`src/rtl/i2s_rxh_pkg.sv`:
```
package i2s_rxh_pkg;

  typedef enum logic [1:0] {
    ARR_NONE = 2'd0,
    ARR_WIRE = 2'd1,
    ARR_DUP  = 2'd2
  } arr_src_e;

endpackage

```
`src/rtl/rxh_arrival.sv`:
```
module rxh_arrival
  import i2s_rxh_pkg::*;
#(
  parameter int DATA_W   = 24,
  parameter int CH_W     = 1,
  parameter int LEFT_CH  = 0,
  parameter int RIGHT_CH = 1
) (
  input  logic              clk,
  input  logic              rst,
  input  logic              word_vld,
  input  logic [DATA_W-1:0] word_data,
  input  logic [CH_W-1:0]   word_ch,
  input  logic              mono_en,
  input  logic              left_taken,
  input  logic [DATA_W-1:0] taken_data,
  output logic              arr_vld,
  output logic [DATA_W-1:0] arr_data,
  output logic [CH_W-1:0]   arr_ch,
  output arr_src_e          arr_src
);

  localparam logic [CH_W-1:0] RCH = CH_W'(RIGHT_CH);
  localparam logic [CH_W-1:0] LCH = CH_W'(LEFT_CH);

  logic              dup_pend;
  logic [DATA_W-1:0] dup_data;
  logic              wire_ok;

  // In mono mode the right slot is synthesized, so receiver right words are dropped.
  assign wire_ok = word_vld && !(mono_en && (word_ch == RCH));

  always_comb begin
    arr_src  = ARR_NONE;
    arr_data = '0;
    arr_ch   = LCH;
    if (wire_ok) begin
      arr_src  = ARR_WIRE;
      arr_data = word_data;
      arr_ch   = word_ch;
    end else if (dup_pend) begin
      arr_src  = ARR_DUP;
      arr_data = dup_data;
      arr_ch   = RCH;
    end
  end

  assign arr_vld = (arr_src != ARR_NONE);

  always_ff @(posedge clk) begin
    if (rst) begin
      dup_pend <= 1'b0;
      dup_data <= '0;
    end else if (left_taken) begin
      dup_pend <= 1'b1;
      dup_data <= taken_data;
    end else if (arr_src == ARR_DUP) begin
      dup_pend <= 1'b0;
    end
  end

endmodule

```
`src/rtl/rxh_hold.sv`:
```
module rxh_hold #(
  parameter int DATA_W = 24,
  parameter int CH_W   = 1
) (
  input  logic              clk,
  input  logic              rst,
  input  logic              arr_vld,
  input  logic [DATA_W-1:0] arr_data,
  input  logic [CH_W-1:0]   arr_ch,
  input  logic              rd_stb,
  output logic [DATA_W-1:0] hold_data,
  output logic [CH_W-1:0]   hold_ch,
  output logic              ready,
  output logic              rd_take,
  output logic              ovr_evt,
  output logic [CH_W-1:0]   ovr_evt_ch
);

  assign rd_take    = rd_stb && ready;
  assign ovr_evt    = arr_vld && ready && !rd_stb;
  assign ovr_evt_ch = arr_ch;

  always_ff @(posedge clk) begin
    if (rst) begin
      hold_data <= '0;
      hold_ch   <= '0;
      ready     <= 1'b0;
    end else begin
      if (arr_vld) begin
        hold_data <= arr_data;
        hold_ch   <= arr_ch;
        ready     <= 1'b1;
      end else if (rd_take) begin
        ready     <= 1'b0;
      end
    end
  end

endmodule

```
`src/rtl/rxh_ovr_status.sv`:
```
module rxh_ovr_status #(
  parameter int NUM_CH = 2,
  parameter int CH_W   = 1
) (
  input  logic              clk,
  input  logic              rst,
  input  logic              evt,
  input  logic [CH_W-1:0]   evt_ch,
  input  logic              clr,
  output logic              ovr,
  output logic [NUM_CH-1:0] ovr_bits
);

  always_ff @(posedge clk) begin
    if (rst)       ovr <= 1'b0;
    else if (evt)  ovr <= 1'b1;
    else if (clr)  ovr <= 1'b0;
  end

  for (genvar i = 0; i < NUM_CH; i++) begin : g_ch
    always_ff @(posedge clk) begin
      if (rst)                                  ovr_bits[i] <= 1'b0;
      else if (evt && (evt_ch == CH_W'(i)))     ovr_bits[i] <= 1'b1;
      else if (clr)                             ovr_bits[i] <= 1'b0;
    end
  end

endmodule

```
`src/rtl/i2s_rx_holding.sv`:
```
module i2s_rx_holding
  import i2s_rxh_pkg::*;
#(
  parameter int DATA_W   = 24,
  parameter int NUM_CH   = 2,
  parameter int LEFT_CH  = 0,
  parameter int RIGHT_CH = 1,
  localparam int CH_W    = (NUM_CH > 1) ? $clog2(NUM_CH) : 1
) (
  input  logic              clk,
  input  logic              rst,
  input  logic              word_vld,
  input  logic [DATA_W-1:0] word_data,
  input  logic [CH_W-1:0]   word_ch,
  input  logic              rd_stb,
  input  logic              mono_en,
  input  logic              ovr_clr,
  output logic [DATA_W-1:0] rd_data,
  output logic [CH_W-1:0]   rd_ch,
  output logic              rx_ready,
  output logic              rx_ovr,
  output logic [NUM_CH-1:0] ovr_ch
);

  logic              arr_vld;
  logic [DATA_W-1:0] arr_data;
  logic [CH_W-1:0]   arr_ch;
  arr_src_e          arr_src;
  logic              rd_take;
  logic              left_taken;
  logic              ovr_evt;
  logic [CH_W-1:0]   ovr_evt_ch;

  assign left_taken = rd_take && mono_en && (rd_ch == CH_W'(LEFT_CH));

  rxh_arrival #(
    .DATA_W  (DATA_W),
    .CH_W    (CH_W),
    .LEFT_CH (LEFT_CH),
    .RIGHT_CH(RIGHT_CH)
  ) u_arr (
    .clk       (clk),
    .rst       (rst),
    .word_vld  (word_vld),
    .word_data (word_data),
    .word_ch   (word_ch),
    .mono_en   (mono_en),
    .left_taken(left_taken),
    .taken_data(rd_data),
    .arr_vld   (arr_vld),
    .arr_data  (arr_data),
    .arr_ch    (arr_ch),
    .arr_src   (arr_src)
  );

  rxh_hold #(
    .DATA_W(DATA_W),
    .CH_W  (CH_W)
  ) u_hold (
    .clk       (clk),
    .rst       (rst),
    .arr_vld   (arr_vld),
    .arr_data  (arr_data),
    .arr_ch    (arr_ch),
    .rd_stb    (rd_stb),
    .hold_data (rd_data),
    .hold_ch   (rd_ch),
    .ready     (rx_ready),
    .rd_take   (rd_take),
    .ovr_evt   (ovr_evt),
    .ovr_evt_ch(ovr_evt_ch)
  );

  rxh_ovr_status #(
    .NUM_CH(NUM_CH),
    .CH_W  (CH_W)
  ) u_ovr (
    .clk     (clk),
    .rst     (rst),
    .evt     (ovr_evt),
    .evt_ch  (ovr_evt_ch),
    .clr     (ovr_clr),
    .ovr     (rx_ovr),
    .ovr_bits(ovr_ch)
  );

endmodule

```
`config.mk`:
```
export PLATFORM = sky130hd
export DESIGN_NAME = i2s_rx_holding
export DESIGN_NICKNAME = d
export VERILOG_FILES = /design/src/rtl/i2s_rxh_pkg.sv /design/src/rtl/rxh_arrival.sv /design/src/rtl/rxh_hold.sv /design/src/rtl/rxh_ovr_status.sv /design/src/rtl/i2s_rx_holding.sv
export SDC_FILE = /design/constraint.sdc
export NUM_CORES = 1
export LEC_CHECK = 0
export ABC_AREA = 1
export BUFFER_PORTS_ARGS = -buffer_cell sky130_fd_sc_hd__buf_2
export CELL_PAD_IN_SITES_DETAIL_PLACEMENT = 0
export CELL_PAD_IN_SITES_GLOBAL_PLACEMENT = 1
export CORE_MARGIN = 2
export CORE_UTILIZATION = 30
export DETAILED_ROUTE_END_ITERATION = 10
export PLACE_DENSITY_LB_ADDON = 0.2
export SYNTH_ARGS = -nofsm -noshare
export SYNTH_HDL_FRONTEND = slang
export SYNTH_HIERARCHICAL = 1
export SYNTH_SLANG_ARGS = --single-unit
```
`constraint.sdc`:
```
create_clock -name clk -period 1.3 [get_ports clk]
set_input_delay 0 -clock clk [delete_from_list [all_inputs] [get_ports clk]]
set_output_delay 0 -clock clk [all_outputs]
set_load 0.03 [all_outputs]
```
==> flow_metrics.py, run 1 <==
metrics = {
    "sta": {
        "timing.fmax_mhz": 844,
        "slew_violations": 0,
        "hold_violations": 0,
        "period_share": 0.911,
        "finalSetupViolations": 0,
        "slew_headroom": 0.764,
        "rsz0062_at_grt": "true",
        "tightestPinTransition_ns": 0.353,
        "layout_min_cycle_time_ns": 1.18,
        "finClkSkew_ns": 0.00681,
    },
    "clock_network": {
        "clockBufferDepth": 2,
        "clkSlewWorstSetupHoldPaths_ns": 0.09,
        "cts_root_buffer": "clkbuf_8",
        "cts_htree_levels": 2,
        "worstSkewPairLatency_ns": 0.30,
        "clock_sinks": 54,
        "cts_tree": "yes",
        "cts_buffers": 5,
    },
    "worst_setup_path": {
        "required_ns": 1.53,
        "crit_chain": "nand2_1 > inv_1 > nand2_1 > nor2_4 > buf_4 > nand2_1 > a21oi_1",
        "slowest_stage": "dfxtp_1",
        "worstSetupPathType": "flip-flop to flip-flop",
        "crit_top_cell": "nand2_1",
        "startpoint_type": "flip-flop",
        "worst_path_largest_cell_delay_ns": 0.35,
        "crit_arrival_ns": 1.41,
        "worst-path-max-fanout": 11,
        "crit_path_end_kind": "flip-flop",
    },
    "drt": {
        "vias_per_cell": 4.45,
        "num_vias": 2174,
        "drc": 0,
        "wl_per_cell_um": 12.4,
        "wl_met3_um": 213,
        "ant_nets": 0,
        "wl_met1_mm": 2.95,
        "routed.top_layer": "met4",
        "route.met2.wl_mm": 2.84,
        "wirelength_mm": 6.07,
        "dr.pass1.iters": 4,
        "drt-initial-drc-count": 101,
    },
    "placement": {
        "dpl.hpwl_mm": 4.04,
        "placed_cells": 478,
        "io_buffers": 59,
        "placed_area_mm2": 0.00270,
        "routabilityCongestion": 0.685,
    },
    "power_and_ir_drop": {
        "p_leak_nw": 1.30,
        "pwr_density_cell_mw_per_mm2": 1150,
        "vdd_ir_drop_max_mv": 0.435,
    },
    "layout": {
        "fin_area_mm2": 0.00281,
        "fin_cells": 488,
        "syn_to_final_growth_pct": 21.0,
        "diodes": 0,
        "utilization": 0.369,
        "fillers": 875,
        "nets": 417,
        "drive_gt1_frac": 0.228,
    },
    "global_routing": {
        "grtUsageTotal": 0.151,
        "grt_pass1_vias": 2078,
        "grt_first_pass_wirelength_mm": 10.2,
        "grt_max_degree": 30,
        "grt_overflow": 0,
        "grt_antenna_before_repair": 0,
    },
    "logic_synthesis": {
        "synth_area_mm2": 0.00232,
        "avgSynthCellArea_um2": 7.12,
        "syn-num-nets": 357,
        "netlist_instances": 326,
        "ys_warn_count": 6,
    },
    "floorplanning": {
        "floorplan.rows": 32,
        "coreArea_mm2": 0.00761,
        "initial_core_util": 0.305,
        "dieArea_mm2": 0.00846,
        "die_w_um": 92.0,
        "ioPinCount": 60,
        "fp.dieH_um": 92.0,
    },
    "outcome": {
        "status": "finished clean",
    },
    "min_path": {
        "hp-class": "input pin to flip-flop",
    },
    "run": {
        "drv_cap": 0,
    },
}
-- registers in the layout, summed over array words and instances (netlist names) --
name              cells
u_hold/hold_data     24
u_hold/hold_ch        1
u_ovr/ovr             1
u_arr/dup_pend        1
u_arr/dup_data       24
u_ovr/ovr_bits        2
u_hold/ready          1
-- cell usage in the layout (no fill, tap or decap), types with 3 or more instances in the layout --
| cell type | instances |
|---|---|
| nor2_1 | 51 |
| dfxtp_1 | 54 |
| dlygate4sd3_1 | 3 |
| buf_4 | 11 |
| inv_1 | 5 |
| buf_2 | 59 |
| a21oi_2 | 3 |
| o21ai_0 | 25 |
| a21oi_1 | 26 |
| nand2_1 | 107 |
| clkbuf_8 | 5 |
| nand3_1 | 25 |
-- per-stage QoR --
stage,total power [mW],hold slack [ns],setup slack (ns),setup TNS [ns]
floorplan,2.18,0.0624,0.00385,0
global placement,2.37,0.275,0.0856,0
detailed placement,2.37,0.281,0.0559,0
CTS,3.28,0.00320,0.0387,0
global route,3.41,0.0276,-0.0192,-0.0420
finish,3.22,0.0111,0.115,0
-- metal layers --
metal / track usage / vias up
met4: 0.0410 / 0
met5: 0 / -
met1: 0.200 / 985
met2: 0.247 / 36
li1: - / 1149
met3: 0.0337 / 4
-- final timing paths --
kind	start	end	slack [ns]	cells past startpoint
worst min register to register	u_arr/dup_data[6]$_SDFFE_PP0P_	u_arr/dup_data[6]$_SDFFE_PP0P_	0.46	2
worst max-delay path	u_hold/ready$_SDFFE_PP0P_	u_arr/dup_data[5]$_SDFFE_PP0P_	0.12	7
worst min-delay path	word_data[12]	u_hold/hold_data[12]$_SDFFE_PP0P_	0.01	5
worst max register to register	u_hold/ready$_SDFFE_PP0P_	u_arr/dup_data[5]$_SDFFE_PP0P_	0.12	7
-- worst max-delay path: cells and delay by family, from the launching register on --
kind	cells	cell delay, ns
AO/OA/AOI/OAI	1	0.14
buffers and inverters	2	0.26
flip-flops	1	0.35
AND/OR/NAND/NOR	4	0.36
-- report_power, final --
part | total, mW | switching, mW | internal [mW]
combinational | 0.556 | 0.367 | 0.189
clock | 0.884 | 0.511 | 0.373
sequential | 1.78 | 0.0512 | 1.73
total | 3.22 | 0.929 | 2.29
-- timing repair --
action                                  in CTS  in global routing
resized for setup                            0                  2
endpoints found under the setup margin       0                 25
buffers inserted                             0                  0
endpoints found under the hold margin        5                  0
hold buffers                                 3                  0
-- layout make-up --
class,instances,area (um2),area share
Sequential cell,54,1080,0.385
Multi-Input combinational cell,241,1040,0.369
Timing Repair Buffer,75,448,0.159
Tap cell,102,128,0.0454
Clock buffer,7,76.3,0.0272
Inverter,9,38.8,0.0138
No activity file was read; power rests on OpenSTA's default activity.
==> inputs of run 2 (changes only) <==
--- a/config.mk
+++ b/config.mk
@@ -9,6 +9,7 @@
 export BUFFER_PORTS_ARGS = -buffer_cell sky130_fd_sc_hd__buf_2
 export CELL_PAD_IN_SITES_DETAIL_PLACEMENT = 0
 export CELL_PAD_IN_SITES_GLOBAL_PLACEMENT = 1
+export CORE_ASPECT_RATIO = 1.2
 export CORE_MARGIN = 2
 export CORE_UTILIZATION = 30
 export DETAILED_ROUTE_END_ITERATION = 10
==> run 2 against run 1 <==
Clock-buffer cell count stayed put. Clock power hardly changed. Maximum frequency hardly changed. First-iteration DRC count is 0.99% lower. Die area hardly changed. Utilization is 0.24 points lower. Flip-flop and latch count stayed put. Combinational power is 2% lower. Worst hold slack worse by 0.0061 ns. Via count is 0.28% lower. Setup slack worse by 0.0010 ns. Final area is 1.1% lower. Critical path type unchanged.
==> flow_metrics.py, run 2 (same netlist as run 1, synthesis figures left out) <==
metrics = {
    "layout": {
        "final_common_cell": "nand2_1",
        "final_cell_mix": "nand2_1 (107), buf_2 (59), dfxtp_1 (54)",
        "drive_gt1_frac": 0.226,
        "nets": 416,
        "syn_to_final_growth_pct": 19.7,
        "fin_cells": 477,
        "fin_area_mm2": 0.00278,
        "diodes": 0,
        "top_regs": "u_arr/dup_data (24), u_hold/hold_data (24), u_ovr/ovr_bits (2)",
    },
    "min_path": {
        "worstHoldStart": "rd_stb",
        "hp-class": "input pin to flip-flop",
        "holdPathStages": 4,
        "hold_end": "u_hold/ready$_SDFFE_PP0P_",
    },
    "clock_network": {
        "cts_htree_levels": 2,
        "worstSkewPairLatency_ns": 0.30,
        "cts_root_buffer": "clkbuf_8",
        "cts_tree": "yes",
        "clock_sinks": 54,
        "cts_buffers": 5,
        "clockBufferDepth": 2,
        "clkSlewWorstSetupHoldPaths_ns": 0.09,
    },
    "global_routing": {
        "grt_pass1_vias": 2077,
        "grt_max_degree": 27,
        "grtUsageTotal": 0.151,
        "grt_overflow": 0,
        "grt_antenna_before_repair": 0,
        "grt_first_pass_wirelength_mm": 10.3,
    },
    "drt": {
        "wl_per_cell_um": 12.7,
        "drc": 0,
        "wirelength_mm": 6.06,
        "vias_per_cell": 4.55,
        "dr.pass1.iters": 4,
        "num_vias": 2168,
        "drt-initial-drc-count": 100,
        "ant_nets": 0,
    },
    "floorplanning": {
        "ioPinCount": 60,
        "coreArea_mm2": 0.00758,
        "initial_core_util": 0.306,
        "die_w_um": 84.3,
        "dieArea_mm2": 0.00846,
        "fp.dieH_um": 100,
        "floorplan.rows": 35,
    },
    "sta": {
        "tightestPinTransition_ns": 0.307,
        "finalSetupViolations": 0,
        "finClkSkew_ns": 0.00563,
        "final.setup.worst_slack_ns": 0.114,
        "rsz0062_at_grt": "false",
        "timing.fmax_mhz": 843,
        "layout_min_cycle_time_ns": 1.19,
        "tns_ns": 0,
        "slew_violations": 0,
        "period_share": 0.912,
        "hold_violations": 0,
        "slew_headroom": 0.795,
    },
    "power_and_ir_drop": {
        "vdd_ir_drop_max_mv": 0.475,
        "p_leak_nw": 1.29,
        "pwr_density_cell_mw_per_mm2": 1160,
    },
    "worst_setup_path": {
        "crit_path_end_kind": "flip-flop",
        "required_ns": 1.54,
        "r2r-start": "u_arr/dup_pend$_SDFFE_PP0P_",
        "startpoint_type": "flip-flop",
        "crit_top_cell": "nor2_1",
        "worstSetupPathType": "flip-flop to flip-flop",
        "crit_chain": "or2_1 > inv_2 > buf_4 > nor2_1 > nor2_1",
        "worst-path-max-fanout": 9,
        "ff2ff_path_depth": 5,
        "crit_arrival_ns": 1.43,
        "rrSetupSlack_ns": 0.11,
        "r2r-end": "u_hold/hold_data[0]$_SDFFE_PP0P_",
        "slowest_stage": "dfxtp_1",
        "worst_path_largest_cell_delay_ns": 0.31,
    },
    "placement": {
        "post-place-ws_ns": 0.0988,
        "dpl.hpwl_mm": 3.94,
        "placed_area_mm2": 0.00267,
        "placed_cells": 468,
        "io_buffers": 59,
        "routabilityCongestion": 0.720,
    },
    "outcome": {
        "status": "finished clean",
    },
    "run": {
        "drv_cap": 0,
    },
}
[run 2: cell count changes in the layout (fill, tap and decap cells not counted), sizes merged]
cell | previous run | this run
dlygate4sd3 | 3 | 2
[run 2: how the worst max path moves through the flow]
stage                                      startpoint                               end  slack [ns]
after global placement    u_arr/dup_pend$_SDFFE_PP0P_  u_hold/hold_data[0]$_SDFFE_PP0P_        0.14
after CTS                   u_hold/ready$_SDFFE_PP0P_    u_arr/dup_data[9]$_SDFFE_PP0P_        0.08
after floorplan           u_arr/dup_pend$_SDFFE_PP0P_    u_ovr/ovr_bits[1]$_SDFFE_PP0P_       0.004
final                     u_arr/dup_pend$_SDFFE_PP0P_  u_hold/hold_data[0]$_SDFFE_PP0P_        0.11
after detailed placement    u_hold/ready$_SDFFE_PP0P_    u_arr/dup_data[9]$_SDFFE_PP0P_         0.1
after global routing        u_hold/ready$_SDFFE_PP0P_    u_arr/dup_data[8]$_SDFFE_PP0P_       0.004
[run 2: power by group]
| group | internal (mW) | leakage (nW) | total, mW | switching (mW) |
|---|---|---|---|---|
| registers | 1.73 | 0.441 | 1.78 | 0.0508 |
| clock network | 0.373 | 0.0383 | 0.887 | 0.514 |
| logic | 0.180 | 0.810 | 0.547 | 0.366 |
| total | 2.28 | 1.29 | 3.21 | 0.932 |
[run 2: final cells by class]
type                            instances  area (um2)
Clock buffer                            7        76.3
Fill cell                             866        4800
Inverter                                9        38.8
Multi-Input combinational cell        241        1030
Sequential cell                        54        1080
Tap cell                               92         115
Timing Repair Buffer                   74         433
[run 2: per-layer routing]
metal  wire (um)  GRT usage  part of all wire
met4          36     0.0372            0.0059
met3         298     0.0321             0.049
met2        2900      0.263              0.48
met1        2830      0.190              0.47
met5           0          0                 0
[run 2: critical path, delay by kind of cell (launching register included)]
| family | cells | cell delay, ns |
|---|---|---|
| buffers and inverters | 2 | 0.41 |
| AND/OR/NAND/NOR | 3 | 0.40 |
| flip-flops | 1 | 0.31 |
[run 2: stage by stage]
stage	hold slack (ns)	total power, mW	util
finish	0.00508	3.21	0.367
global placement	0.270	2.36	0.352
floorplan	0.0624	2.18	-
detailed placement	0.278	2.36	0.352
CTS	0.00369	3.26	0.365
global route	0.0279	3.38	0.367
[run 2: what timing repair did]
| action | CTS | global route |
|---|---|---|
| setup buffers | 0 | 0 |
| hold buffers | 2 | 0 |
| endpoints found under the hold margin | 4 | 0 |
| setup endpoints to repair | 0 | 15 |
| gates resized for setup | 0 | 3 |
